--- config.mk ---
export PLATFORM = sky130hd
export DESIGN_NAME = irq_word_aggregator
export DESIGN_NICKNAME = d
export VERILOG_FILES = /design/src/rtl/irqagg_pkg.sv /design/src/rtl/irqagg_sync.sv /design/src/rtl/irqagg_word.sv /design/src/rtl/irqagg_regbus.sv /design/src/rtl/irq_word_aggregator.sv
export SDC_FILE = /design/constraint.sdc
export NUM_CORES = 1
export LEC_CHECK = 0
export ABC_CLOCK_PERIOD_IN_PS = 2200
export BUFFER_PORTS_ARGS = -buffer_cell sky130_fd_sc_hd__buf_4
export CAP_MARGIN = 10
export CORE_MARGIN = 5
export CORE_UTILIZATION = 50
export CTS_BUF_LIST = sky130_fd_sc_hd__clkbuf_8 sky130_fd_sc_hd__clkbuf_16
export DETAILED_ROUTE_END_ITERATION = 7
export GPL_TIMING_DRIVEN = 0
export PLACE_DENSITY_LB_ADDON = 0.12
export SETUP_SLACK_MARGIN = 0.5
export SLEW_MARGIN = 25
export SYNTH_ARGS = -nofsm -noshare
export SYNTH_HDL_FRONTEND = slang
export SYNTH_HIERARCHICAL = 1
export SYNTH_SLANG_ARGS = --single-unit
--- constraint.sdc ---
create_clock -name clk -period 2.2 [get_ports clk]
set_input_delay 0.11 -clock clk [delete_from_list [all_inputs] [get_ports clk]]
set_output_delay 0.11 -clock clk [all_outputs]
set_load 0.01 [all_outputs]
--- src/rtl/irqagg_pkg.sv ---
package irqagg_pkg;
  localparam int WORD_BITS = 32;
  localparam int WIN_BITS  = 4;
  localparam int IDX_BITS  = 2;
  localparam int ADDR_BITS = WIN_BITS + IDX_BITS;
  localparam int MAX_WORDS = 1 << IDX_BITS;

  localparam logic [WIN_BITS-1:0] OFS_ENABLE = 4'h0;
  localparam logic [WIN_BITS-1:0] OFS_STATUS = 4'h4;

  typedef enum logic [1:0] {
    KIND_NONE   = 2'd0,
    KIND_ENABLE = 2'd1,
    KIND_STATUS = 2'd2
  } reg_kind_e;

  function automatic reg_kind_e decode_ofs(input logic [WIN_BITS-1:0] ofs);
    if (ofs == OFS_ENABLE)      return KIND_ENABLE;
    else if (ofs == OFS_STATUS) return KIND_STATUS;
    else                        return KIND_NONE;
  endfunction
endpackage

--- src/rtl/irqagg_sync.sv ---
module irqagg_sync #(
  parameter int WIDTH = 32
) (
  input  logic             clk,
  input  logic             rst,
  input  logic [WIDTH-1:0] d_i,
  output logic [WIDTH-1:0] q_o
);
  logic [WIDTH-1:0] meta_q;
  logic [WIDTH-1:0] stable_q;

  always_ff @(posedge clk) begin
    if (rst) begin
      meta_q   <= '0;
      stable_q <= '0;
    end else begin
      meta_q   <= d_i;
      stable_q <= meta_q;
    end
  end

  assign q_o = stable_q;
endmodule

--- src/rtl/irqagg_word.sv ---
module irqagg_word #(
  parameter int                                          NUM_PARENTS = 2,
  parameter logic [irqagg_pkg::WORD_BITS-1:0]            FWD         = '0,
  parameter logic [NUM_PARENTS*irqagg_pkg::WORD_BITS-1:0] MAP        = '1
) (
  input  logic                             clk,
  input  logic                             rst,
  input  logic                             wr_en,
  input  logic [irqagg_pkg::WORD_BITS-1:0] wdata,
  input  logic [irqagg_pkg::WORD_BITS-1:0] lvl,
  output logic [irqagg_pkg::WORD_BITS-1:0] en_q,
  output logic [irqagg_pkg::WORD_BITS-1:0] status,
  output logic [irqagg_pkg::WORD_BITS-1:0] fwd_lvl,
  output logic [NUM_PARENTS-1:0]           hit
);
  import irqagg_pkg::*;

  localparam int WB = WORD_BITS;

  // Positions that some parent's map mask covers.
  function automatic logic [WB-1:0] covered_bits();
    logic [WB-1:0] acc;
    acc = '0;
    for (int p = 0; p < NUM_PARENTS; p++) acc |= MAP[p*WB +: WB];
    return acc;
  endfunction

  localparam logic [WB-1:0] IMPL = covered_bits();

  always_ff @(posedge clk) begin
    if (rst)        en_q <= FWD;
    else if (wr_en) en_q <= wdata;
  end

  assign status  = lvl & IMPL;
  assign fwd_lvl = lvl & FWD;

  logic [WB-1:0] live;
  assign live = status & en_q & ~FWD;

  for (genvar p = 0; p < NUM_PARENTS; p++) begin : g_par
    assign hit[p] = |(live & MAP[p*WB +: WB]);
  end
endmodule

--- src/rtl/irqagg_regbus.sv ---
module irqagg_regbus #(
  parameter int NUM_WORDS = 2
) (
  input  logic                                       clk,
  input  logic                                       rst,
  input  logic                                       bus_sel,
  input  logic                                       bus_we,
  input  logic [irqagg_pkg::ADDR_BITS-1:0]           bus_addr,
  input  logic [NUM_WORDS*irqagg_pkg::WORD_BITS-1:0] en_all,
  input  logic [NUM_WORDS*irqagg_pkg::WORD_BITS-1:0] status_all,
  output logic [NUM_WORDS-1:0]                       wr_word,
  output logic [irqagg_pkg::WORD_BITS-1:0]           rdata
);
  import irqagg_pkg::*;

  localparam int WB = WORD_BITS;

  logic [IDX_BITS-1:0] idx;
  reg_kind_e           kind;
  logic [WB-1:0]       rd_mux;

  assign idx  = bus_addr[ADDR_BITS-1:WIN_BITS];
  assign kind = decode_ofs(bus_addr[WIN_BITS-1:0]);

  for (genvar w = 0; w < NUM_WORDS; w++) begin : g_wr
    assign wr_word[w] = bus_sel && bus_we && (kind == KIND_ENABLE)
                        && (idx == IDX_BITS'(w));
  end

  always_comb begin
    rd_mux = '0;
    for (int w = 0; w < NUM_WORDS; w++) begin
      if (idx == IDX_BITS'(w)) begin
        if (kind == KIND_ENABLE)      rd_mux = en_all[w*WB +: WB];
        else if (kind == KIND_STATUS) rd_mux = status_all[w*WB +: WB];
      end
    end
  end

  always_ff @(posedge clk) begin
    if (rst)                    rdata <= '0;
    else if (bus_sel && !bus_we) rdata <= rd_mux;
  end
endmodule

--- src/rtl/irq_word_aggregator.sv ---
module irq_word_aggregator #(
  parameter int NUM_WORDS   = 2,
  parameter int NUM_PARENTS = 2,
  parameter logic [NUM_WORDS*32-1:0]             FWD_MASK = '0,
  parameter logic [NUM_PARENTS*NUM_WORDS*32-1:0] MAP_MASK = '1
) (
  input  logic                     clk,
  input  logic                     rst,
  input  logic [NUM_WORDS*32-1:0]  src_i,
  input  logic                     bus_sel,
  input  logic                     bus_we,
  input  logic [5:0]               bus_addr,
  input  logic [31:0]              bus_wdata,
  output logic [31:0]              bus_rdata,
  output logic [NUM_PARENTS-1:0]   parent_o,
  output logic [NUM_WORDS*32-1:0]  pass_o
);
  import irqagg_pkg::*;

  localparam int WB  = WORD_BITS;
  localparam int ALL = NUM_WORDS * WB;

  // Slice of MAP_MASK for parent p, word w: [(p*NUM_WORDS+w)*32 +: 32].
  function automatic logic [NUM_PARENTS*WB-1:0] word_map(input int w);
    logic [NUM_PARENTS*WB-1:0] m;
    for (int p = 0; p < NUM_PARENTS; p++)
      m[p*WB +: WB] = MAP_MASK[(p*NUM_WORDS + w)*WB +: WB];
    return m;
  endfunction

  logic [ALL-1:0]         lvl;
  logic [ALL-1:0]         en_all;
  logic [ALL-1:0]         status_all;
  logic [ALL-1:0]         fwd_all;
  logic [NUM_WORDS-1:0]   wr_word;
  logic [NUM_PARENTS-1:0] hit_w [NUM_WORDS];
  logic [NUM_PARENTS-1:0] parent_d;

  irqagg_sync #(.WIDTH(ALL)) u_sync (
    .clk (clk),
    .rst (rst),
    .d_i (src_i),
    .q_o (lvl)
  );

  for (genvar w = 0; w < NUM_WORDS; w++) begin : g_word
    irqagg_word #(
      .NUM_PARENTS (NUM_PARENTS),
      .FWD         (FWD_MASK[w*WB +: WB]),
      .MAP         (word_map(w))
    ) u_word (
      .clk     (clk),
      .rst     (rst),
      .wr_en   (wr_word[w]),
      .wdata   (bus_wdata),
      .lvl     (lvl[w*WB +: WB]),
      .en_q    (en_all[w*WB +: WB]),
      .status  (status_all[w*WB +: WB]),
      .fwd_lvl (fwd_all[w*WB +: WB]),
      .hit     (hit_w[w])
    );
  end

  irqagg_regbus #(.NUM_WORDS(NUM_WORDS)) u_bus (
    .clk        (clk),
    .rst        (rst),
    .bus_sel    (bus_sel),
    .bus_we     (bus_we),
    .bus_addr   (bus_addr),
    .en_all     (en_all),
    .status_all (status_all),
    .wr_word    (wr_word),
    .rdata      (bus_rdata)
  );

  always_comb begin
    parent_d = '0;
    for (int w = 0; w < NUM_WORDS; w++) parent_d |= hit_w[w];
  end

  always_ff @(posedge clk) begin
    if (rst) begin
      parent_o <= '0;
      pass_o   <= '0;
    end else begin
      parent_o <= parent_d;
      pass_o   <= fwd_all;
    end
  end
endmodule

Yosys cells after proc, flatten, opt, wreduce, memory -nomap -nowiden. Index checks and enable logic that the tools add are counted. Widths: inputs -> output; s select.

Bitwise gates (word level): 3. Mux-type cells: 8. Reduce and logical (&&, ||, !) cells: 10. Equality and inequality tests: 4.

Operator list (count): $mux 32 (6); $and 32x32->32 (2); $reduce_or 32->1 (2); $logic_and 1x1->1 (5); $eq 2x1->1 const B (2); $eq 4x3->1 const B (1); $logic_not 4->1 (1); $mux 2 (2); $eq 2x2->1 const B (1); $logic_not 2->1 (1); $or 2x2->2 (1); $logic_not 1->1 (1).

Register bits: 226. Input bits: 106. Word-level logic and storage cells: 31.

Longest topological paths before layout. Gate-level depths: netlist (run 1).

Depth in word-level cells: 10. Depth in mapped cells: 8. Mapped depth without buffers: 5.

Hierarchy. The synthesis (run 1) kept the hierarchy.

Modules (own cells, without submodules): irqagg_word (area each 1766.7 um^2, cells an instance 190, instances 2, sequential area each 640.6 um^2); irqagg_sync (area each 3464.6 um^2, cells an instance 270, instances 1, sequential area each 2562.5 um^2); irqagg_regbus (area each 1819.2 um^2, cells an instance 118, instances 1, sequential area each 640.6 um^2); irq_word_aggregator (area each 1789.2 um^2, cells an instance 139, instances 1, sequential area each 1321.3 um^2).

Worst setup path before layout (run 1). OpenSTA, ideal clock, no wires.

Path type: input to register. Start: input bus_addr[5]. End: register g_word[0].u_word/en_q[0] in the netlist's numbering. Data arrival time: 1.577 ns. Path buffers: 2. Cell stages on the path: 7. Library setup time: 0.128 ns. Slack: 0.496 ns. Cells stage by stage: nor4b_2 > or4b_1 > nor2_1 > buf_2 > buf_2 > mux2i_1 > nor2_1.

Word-level cells in the longest chain between the ends: 2.

Ends and longest elaborated chain: start, declared (line irq_word_aggregator.sv:12) `input logic [5:0] bus_addr,`; $logic_not 2->1 (line irqagg_regbus.sv:27) `&& (idx == IDX_BITS'(w));`; $logic_and 1x1->1 (line irqagg_regbus.sv:27); named net wr_word[0] (line irq_word_aggregator.sv:35) `logic [NUM_WORDS-1:0] wr_word;`; end signal, assigned (line irqagg_word.sv:32) `else if (wr_en) en_q <= wdata;`; end, declared (line irqagg_word.sv:11) `output logic [irqagg_pkg::WORD_BITS-1:0] en_q,`.

The timed path passes the listed nets, and every way through them passes these cells. A chain may end at the register's enable or synchronous reset.

==> results of run 1 <==
==> flip-flops by register name (all words and copies together) (netlist names) <==
register,flops
g_word.u_word/en_q,64
parent_o,2
pass_o,64
u_bus/rdata,32
u_sync/meta_q,64
u_sync/q_o,64
==> critical path: stages, from the launching register on <==
cell	delay, ns
dfxtp_1	0.36
a22oi_2	0.25
nand4_1	0.11
or4_4	0.57
buf_4	0.15
o21ba_1	0.17
==> routing by layer <==
metal,GRT usage,up-vias,wire (microns)
li1,-,3623,-
met1,0.272,3276,11100
met2,0.346,225,12000
met3,0.0544,34,2000
met4,0.0517,0,429
met5,0,-,0
==> power breakdown <==
group	switching [mW]	total, mW	internal (mW)	leakage [nW]
registers	0.0712	5.50	5.43	2.38
logic	0.359	0.960	0.601	3.57
clock network	1.99	4.81	2.82	0.506
total	2.42	11.3	8.85	6.46
==> cell families after synthesis <==
group                  count (synthesis)  share of synthesized area
other                                  2                   0.000708
flip-flops                           290                      0.547
buffers and inverters                181                      0.123
multiplexers                          96                      0.128
AO/OA/AOI/OAI                         67                     0.0533
AND/OR/NAND/NOR                      271                      0.147
==> layout by cell type (no fill, tap or decap) <==
master	count
dlygate4sd3_1	99
clkbuf_1	10
clkbuf_4	5
a22o_1	32
nor2b_1	192
clkinv_8	1
dfxtp_2	2
a22oi_2	10
buf_6	11
or4_4	2
a21oi_1	1
nor2_1	66
bufinv_16	1
buf_2	14
mux4_2	32
buf_4	340
a22oi_1	22
dfxtp_1	288
clkbuf_8	7
inv_1	9
nand4_1	8
conb_1	64
nor4b_2	1
or4b_1	1
nor4b_4	1
o21ba_1	2
clkbuf_16	30
mux2i_1	64
clkinv_2	7
==> cell type report <==
| type | count | area, sq um |
|---|---|---|
| timing repair buffer | 300 | 2500 |
| buffer | 179 | 1310 |
| inverter | 2 | 7.51 |
| multi-input combinational | 498 | 3770 |
| sequential | 290 | 5810 |
| tap | 275 | 344 |
| clock inverter | 16 | 108 |
| clock buffer | 37 | 847 |
| fill | 1561 | 6260 |
==> metrics by stage <==
step                setup slack, ns  utilization
floorplan                     0.496            -
global placement              0.105        0.606
detailed placement           0.0555        0.606
CTS                           0.476        0.700
global route                  0.431        0.701
finish                        0.490        0.701
==> what timing repair did <==
action                                  in CTS  in global routing
endpoints found under the setup margin       2                 16
endpoints found under the hold margin      130                  0
pin swaps                                    8                  0
resized for setup                           10                  6
setup buffers                                0                  0
hold buffers                                99                  0
==> worst max path at each step <==
stage	start	to	slack, ns	cells after the start
2_1_floorplan	bus_addr[5]	g_word[0].u_word/en_q[0]$_SDFFE_PP0P_	0.50	7
3_3_place_gp	bus_addr[5]	g_word[1].u_word/en_q[26]$_SDFFE_PP0P_	0.10	8
3_5_place_dp	bus_addr[5]	g_word[1].u_word/en_q[12]$_SDFFE_PP0P_	0.06	8
4_1_cts	g_word[1].u_word/en_q[14]$_SDFFE_PP0P_	parent_o[1]$_SDFF_PP0_	0.48	5
5_1_grt	u_sync/q_o[12]$_SDFF_PP0_	parent_o[1]$_SDFF_PP0_	0.43	5
6_report	u_sync/q_o[9]$_SDFF_PP0_	parent_o[1]$_SDFF_PP0_	0.49	5
==> cells in the mapped netlist (4+ instances only) <==
cell	number	area [sq um]
a22o_1	32	280
a22oi_1	28	210
a22oi_2	4	50.1
buf_2	19	95.1
buf_4	140	1050
buf_6	10	113
clkbuf_1	10	37.5
dfxtp_1	290	5810
mux2i_1	64	641
mux4_2	32	721
nand4_1	8	50.1
nor2_1	66	248
nor2b_1	192	1200
==> summary.txt, run 1 <==
Detailed routing
  • First-pass DRT Iterations: 5
  • Total number of vias: 7158
  • Vias per cell: 4.48
  • DRC viols: 0
  • Wire length per cell: 16.0 microns
  • DRT iter0 DRCs: 371
  • Final ANT Viol Nets: 0
  • Final wirelength: 25.5 mm

Logic synthesis
  • Syn Area/Cell: 11.7 sq um
  • Mapped Cells: 907
  • Synth cell types: 21
  • Syn Std Cell Area: 10600 sq um
  • Synth warnings: 6
  • Register area share after synthesis: 0.547
  • Synth Flop Type: dfxtp_1
  • Number of enable flip-flop cells after synthesis: 0
  • Synth async-reset ratio: 0
  • Flops & latches, synth: 290

Power and ir drop
  • Tot Pwr: 11.3 mW
  • PD cells: 767 nW/um^2
  • Leak pwr: 6.46 nW
  • Maximum vdd drop: 0.000710 V

STA
  • Layout Skew: 0.00876 ns
  • Max Fclk: 585 MHz
  • Final Max Tran Viols: 0
  • Period utilization: 0.777
  • Min Tclk post-route: 1.71 ns
  • Worst-Margin Slew: 0.586 ns
  • Setup TNS: 0 ns
  • RSZ-0062 raised after global routing: true
  • Final setup fails: 0
  • Worst rel slew slack: 0.609
  • Final Hold Viols: 0
  • Min Hold Slack: 0.0740 ns

Final layout
  • Share of layout cells above drive strength 1: 0.351
  • Design Area, Final: 14700 sq um
  • Nets: 1407
  • Ant. Diodes: 0
  • Finished Layout Cells: 1597
  • Area Growth Syn to Fin: 38.5%

Place
  • HPWL after DPL: 18.7 mm
  • Port bufs: 201
  • Post-DP Area: 12700 sq um
  • Placed cells: 1445
  • Final Wtd Congestion: 0.863

Clocking
  • CTS tree: built
  • Max Root-Sink Buffers: 3
  • Root buffer cell: clkbuf_16
  • CTS H-tree depth: 1
  • Clock insertion delay at the later pin of the skew report: 0.55 ns
  • CTS clk-pin slew, worst paths: 0.06 ns
  • Num CTS Buffers: 30
  • TritonCTS Sinks: 290

Setup path
  • Crit path required time: 2.64 ns
  • CP Class: register to register
  • Worst EP arrival: 2.15 ns
  • R2R setup slack: 0.49 ns
  • R2R cell count: 5
  • Worst r2r src: u_sync/q_o[9]$_SDFF_PP0_
  • Crit path max fanout: 2
  • CP Launch Type: register
  • Crit end category: register
  • Worst reg2reg path endpoint: parent_o[1]$_SDFF_PP0_

Run
  • Max-cap check violation count: 0

Die
  • Die ar.: 24200 sq um
  • Row count: 53
  • CORE AREA: 21000 sq um
  • Num ports: 204
  • DIE WIDTH: 156 microns
  • Die Y: 156 microns
  • Starting density of the core: 0.506

Global route
  • Overflow after GRT: 0
  • First-pass GRT wire length: 39.8 mm
  • Number of global-route vias before repair: 7356
  • Largest net degree at the start of global routing: 18
  • GRT Util Overall: 0.208
  • Antenna violations before repair: 0

Min path
  • Min-delay src: bus_addr[4]
  • Hold Path Class: input port to register
  • Hold endpoint: u_bus/rdata[14]$_SDFFE_PP0P_
  • Hold depth: 3

Status
  • Status: completed
Power figures use the tool's default switching activity.
==> inputs of run 2 (changes only) <==
--- a/config.mk
+++ b/config.mk
@@ -5,7 +5,7 @@
 export SDC_FILE = /design/constraint.sdc
 export NUM_CORES = 1
 export LEC_CHECK = 0
-export ABC_CLOCK_PERIOD_IN_PS = 2200
+export ABC_CLOCK_PERIOD_IN_PS = 1710
 export BUFFER_PORTS_ARGS = -buffer_cell sky130_fd_sc_hd__buf_4
 export CAP_MARGIN = 10
 export CORE_MARGIN = 5
==> constraint.sdc (replaced) <==
create_clock -name clk -period 1.71 [get_ports clk]
set_input_delay 0.0855 -clock clk [delete_from_list [all_inputs] [get_ports clk]]
set_output_delay 0.0855 -clock clk [all_outputs]
set_load 0.01 [all_outputs]
==> run 2 against run 1 <==
Against the previous run:
- setup slack got worse by 0.49 ns
- sequential power increased by 29%
- sequential share of layout area decreased by 1.5 points
- first-iteration DRC count decreased by 13%
- flip-flop and latch count unchanged
- utilization increased by 4.2 points
- critical path depth unchanged
- count of clock-buffer cells in the layout increased by 3
- global-route usage increased by 1.4 points
- non-clock buffer count increased by 20
- final cell count increased by 1.4%
- largest cell class unchanged
==> summary.txt, run 2 (same netlist as run 1, synthesis figures left out) <==
Place
  • HPWL after DPL: 18.8 mm (+0.87%)
  • Port bufs: 201 (unchanged)
  • Final Wtd Congestion: 0.838 (-2.9%)
  • Placed cells: 1445 (unchanged)
  • Setup WS pre-CTS: -0.198 ns (-0.254 ns)

STA
  • Worst-Margin Slew: 0.608 ns (+0.0221 ns)
  • Min Hold Slack: 0.0391 ns (-0.0349 ns)
  • Layout Skew: 0.0216 ns (+0.0129 ns)
  • Max Fclk: 586 MHz (+0.22%)
  • Worst rel slew slack: 0.595 (-0.0148)
  • Final Hold Viols: 0 (unchanged)
  • RSZ-0062 raised after global routing: true
  • Fin worst setup slack: 0.00329 ns (-0.486 ns)
  • Min Tclk post-route: 1.71 ns (-0.00375 ns)
  • Period utilization: 0.998 (+0.221)
  • Final Max Tran Viols: 0 (unchanged)
  • Final setup fails: 0 (unchanged)

Setup path
  • Ordered cell list for the critical path: a22oi_2 > nand4_1 > or4_4 > buf_6 > o21ba_1
  • Family with the most delay on the worst path: simple AND/OR/NAND/NOR gates
  • Crit end category: register
  • Crit path max fanout: 2 (unchanged)
  • Worst EP arrival: 2.13 ns (-0.02 ns)
  • CP Launch Type: register
  • Critical path's slowest cell: or4_4
  • CP Buf/Inv Count: 1 (unchanged)
  • Crit path required time: 2.13 ns (-0.51 ns)
  • Crit path largest cell delay: 0.53 ns (-0.04 ns)
  • CP Class: register to register

Detailed routing
  • Final ANT Viol Nets: 0 (unchanged)
  • Final wirelength: 27.1 mm (+6.4%)
  • Vias per cell: 4.60 (+2.5%)
  • DRC viols: 0 (unchanged)
  • First-pass DRT Iterations: 5 (unchanged)
  • DRT iter0 DRCs: 322 (-13%)
  • Wire length per cell: 16.8 microns (+4.9%)
  • Total number of vias: 7446 (+4.0%)

Final layout
  • Finished Layout Cells: 1620 (+1.4%)
  • Commonest non-fill, non-tap cells in the layout: buf_4, dfxtp_1, nor2b_1
  • Share of layout cells above drive strength 1: 0.408 (+0.0575)
  • Area Growth Syn to Fin: 46.8%
  • Nets: 1427 (+1.4%)
  • Commonest non-fill, non-tap cell in the layout: buf_4

Power and ir drop
  • Net Sw Power: 3.17 mW (+31%)
  • Sequential share of power: 0.485 (-0.003)
  • Maximum vdd drop: 0.000736 V (+3.6%)
  • Logic pwr share: 0.088 (+0.003)
  • Internal: 11.4 mW (+29%)
  • Clock Power Share: 0.427 (about the same)
  • Tot Pwr: 14.6 mW (+30%)
  • Sw Share: 0.217 (+0.00213)
  • PD cells: 939 nW/um^2 (+22%)
  • Leak pwr: 6.75 nW (+4.5%)

Die
  • DIE WIDTH: 156 microns (unchanged)
  • Die ar.: 24200 sq um (unchanged)
  • Num ports: 204 (unchanged)
  • CORE AREA: 21000 sq um (unchanged)
  • Starting density of the core: 0.506 (unchanged)
  • Row count: 53 (unchanged)
  • Die Y: 156 microns (unchanged)

Global route
  • GRT Util Overall: 0.222 (+0.0144)
  • Antenna violations before repair: 1 (+1)
  • Number of global-route vias before repair: 7734 (+5.1%)
  • Largest net degree at the start of global routing: 15 (-3)
  • First-pass GRT wire length: 42.5 mm (+6.8%)
  • Overflow after GRT: 0 (unchanged)

Clocking
  • CTS tree: built
  • Num CTS Buffers: 30 (unchanged)
  • Root buffer cell: clkbuf_16
  • CTS H-tree depth: 1 (unchanged)
  • Max Root-Sink Buffers: 3 (unchanged)
  • CTS clk-pin slew, worst paths: 0.06 ns (about the same)
  • Clock insertion delay at the later pin of the skew report: 0.55 ns (about the same)
  • TritonCTS Sinks: 290 (unchanged)

Status
  • Status: completed

Run
  • Max-cap check violation count: 0 (unchanged)

Min path
  • Hold Path Class: input port to register
-- run 2: changes by cell type in the layout (fill, tap and decap cells not counted), sizes merged --
| cell | previous run | this run |
|---|---|---|
| clkinv | 8 | 6 |
| diode | 0 | 1 |
| buf | 365 | 389 |
| clkbuf | 52 | 51 |
| bufinv | 1 | 0 |
| inv | 9 | 11 |
-- run 2: repair_timing --
| item | 4_1_cts | 5_1_grt |
|---|---|---|
| pin swaps | 12 | 4 |
| buffers inserted | 11 | 3 |
| endpoints found under the setup margin | 92 | 98 |
| hold buffers | 99 | 0 |
| endpoints found under the hold margin | 130 | 0 |
| gates cloned | 5 | 1 |
| gates resized for setup | 128 | 47 |
-- run 2: routing by layer --
| layer | routed length [microns] | track usage | up-vias |
|---|---|---|---|
| met5 | 0 | 0 | - |
| met4 | 637 | 0.0575 | 0 |
| met3 | 2140 | 0.0624 | 44 |
| met2 | 13000 | 0.372 | 234 |
| met1 | 11400 | 0.286 | 3504 |
| li1 | - | - | 3664 |
-- run 2: through the flow --
| stage | cell area (sq um) | setup TNS (ns) | util |
|---|---|---|---|
| final | 15600 | 0 | 0.743 |
| after global placement | 12800 | -8.28 | 0.608 |
| after detailed placement | 12800 | -9.96 | 0.608 |
| after global routing | 15600 | -0.0540 | 0.743 |
| after CTS | 15400 | -0.00141 | 0.733 |
| after floorplan | 10900 | 0 | - |
-- run 2: final cells by class --
class                      instances  area, sq um
timing repair buffer             320         2890
multi-input combinational        498         3820
fill                            1461         5380
buffer                           179         1620
inverter                           2         7.51
antenna                            1         2.50
clock buffer                      40          900
tap                              275          344
clock inverter                    15         67.6
sequential                       290         5920
-- run 2: tightest hold or removal path, delay by kind of cell --
kind                   cells  cell delay [ns]
AOI/OAI and AO/OA          1             0.12
muxes                      1             0.22
buffers and inverters      1             0.13
-- run 2: power groups by stage --
stage               Combinational, mW  Clock, mW  Sequential, mW
floorplan                       0.560          0            7.23
detailed placement               1.04          0            7.22
finish                           1.29       6.24            7.08
global route                     1.40       6.66            7.10
global placement                 1.04          0            7.21
CTS                              1.27       6.33            7.09
-- run 2: path summary, 6_finish.rpt --
path	from	to	slack, ns	cells after the start
min reg2reg	u_sync/meta_q[3]$_SDFF_PP0_	u_sync/q_o[3]$_SDFF_PP0_	0.42	1
max	g_word[1].u_word/en_q[14]$_SDFFE_PP0P_	parent_o[1]$_SDFF_PP0_	0.003	5
max reg2reg	g_word[1].u_word/en_q[14]$_SDFFE_PP0P_	parent_o[1]$_SDFF_PP0_	0.003	5
min	bus_addr[4]	u_bus/rdata[14]$_SDFFE_PP0P_	0.04	3
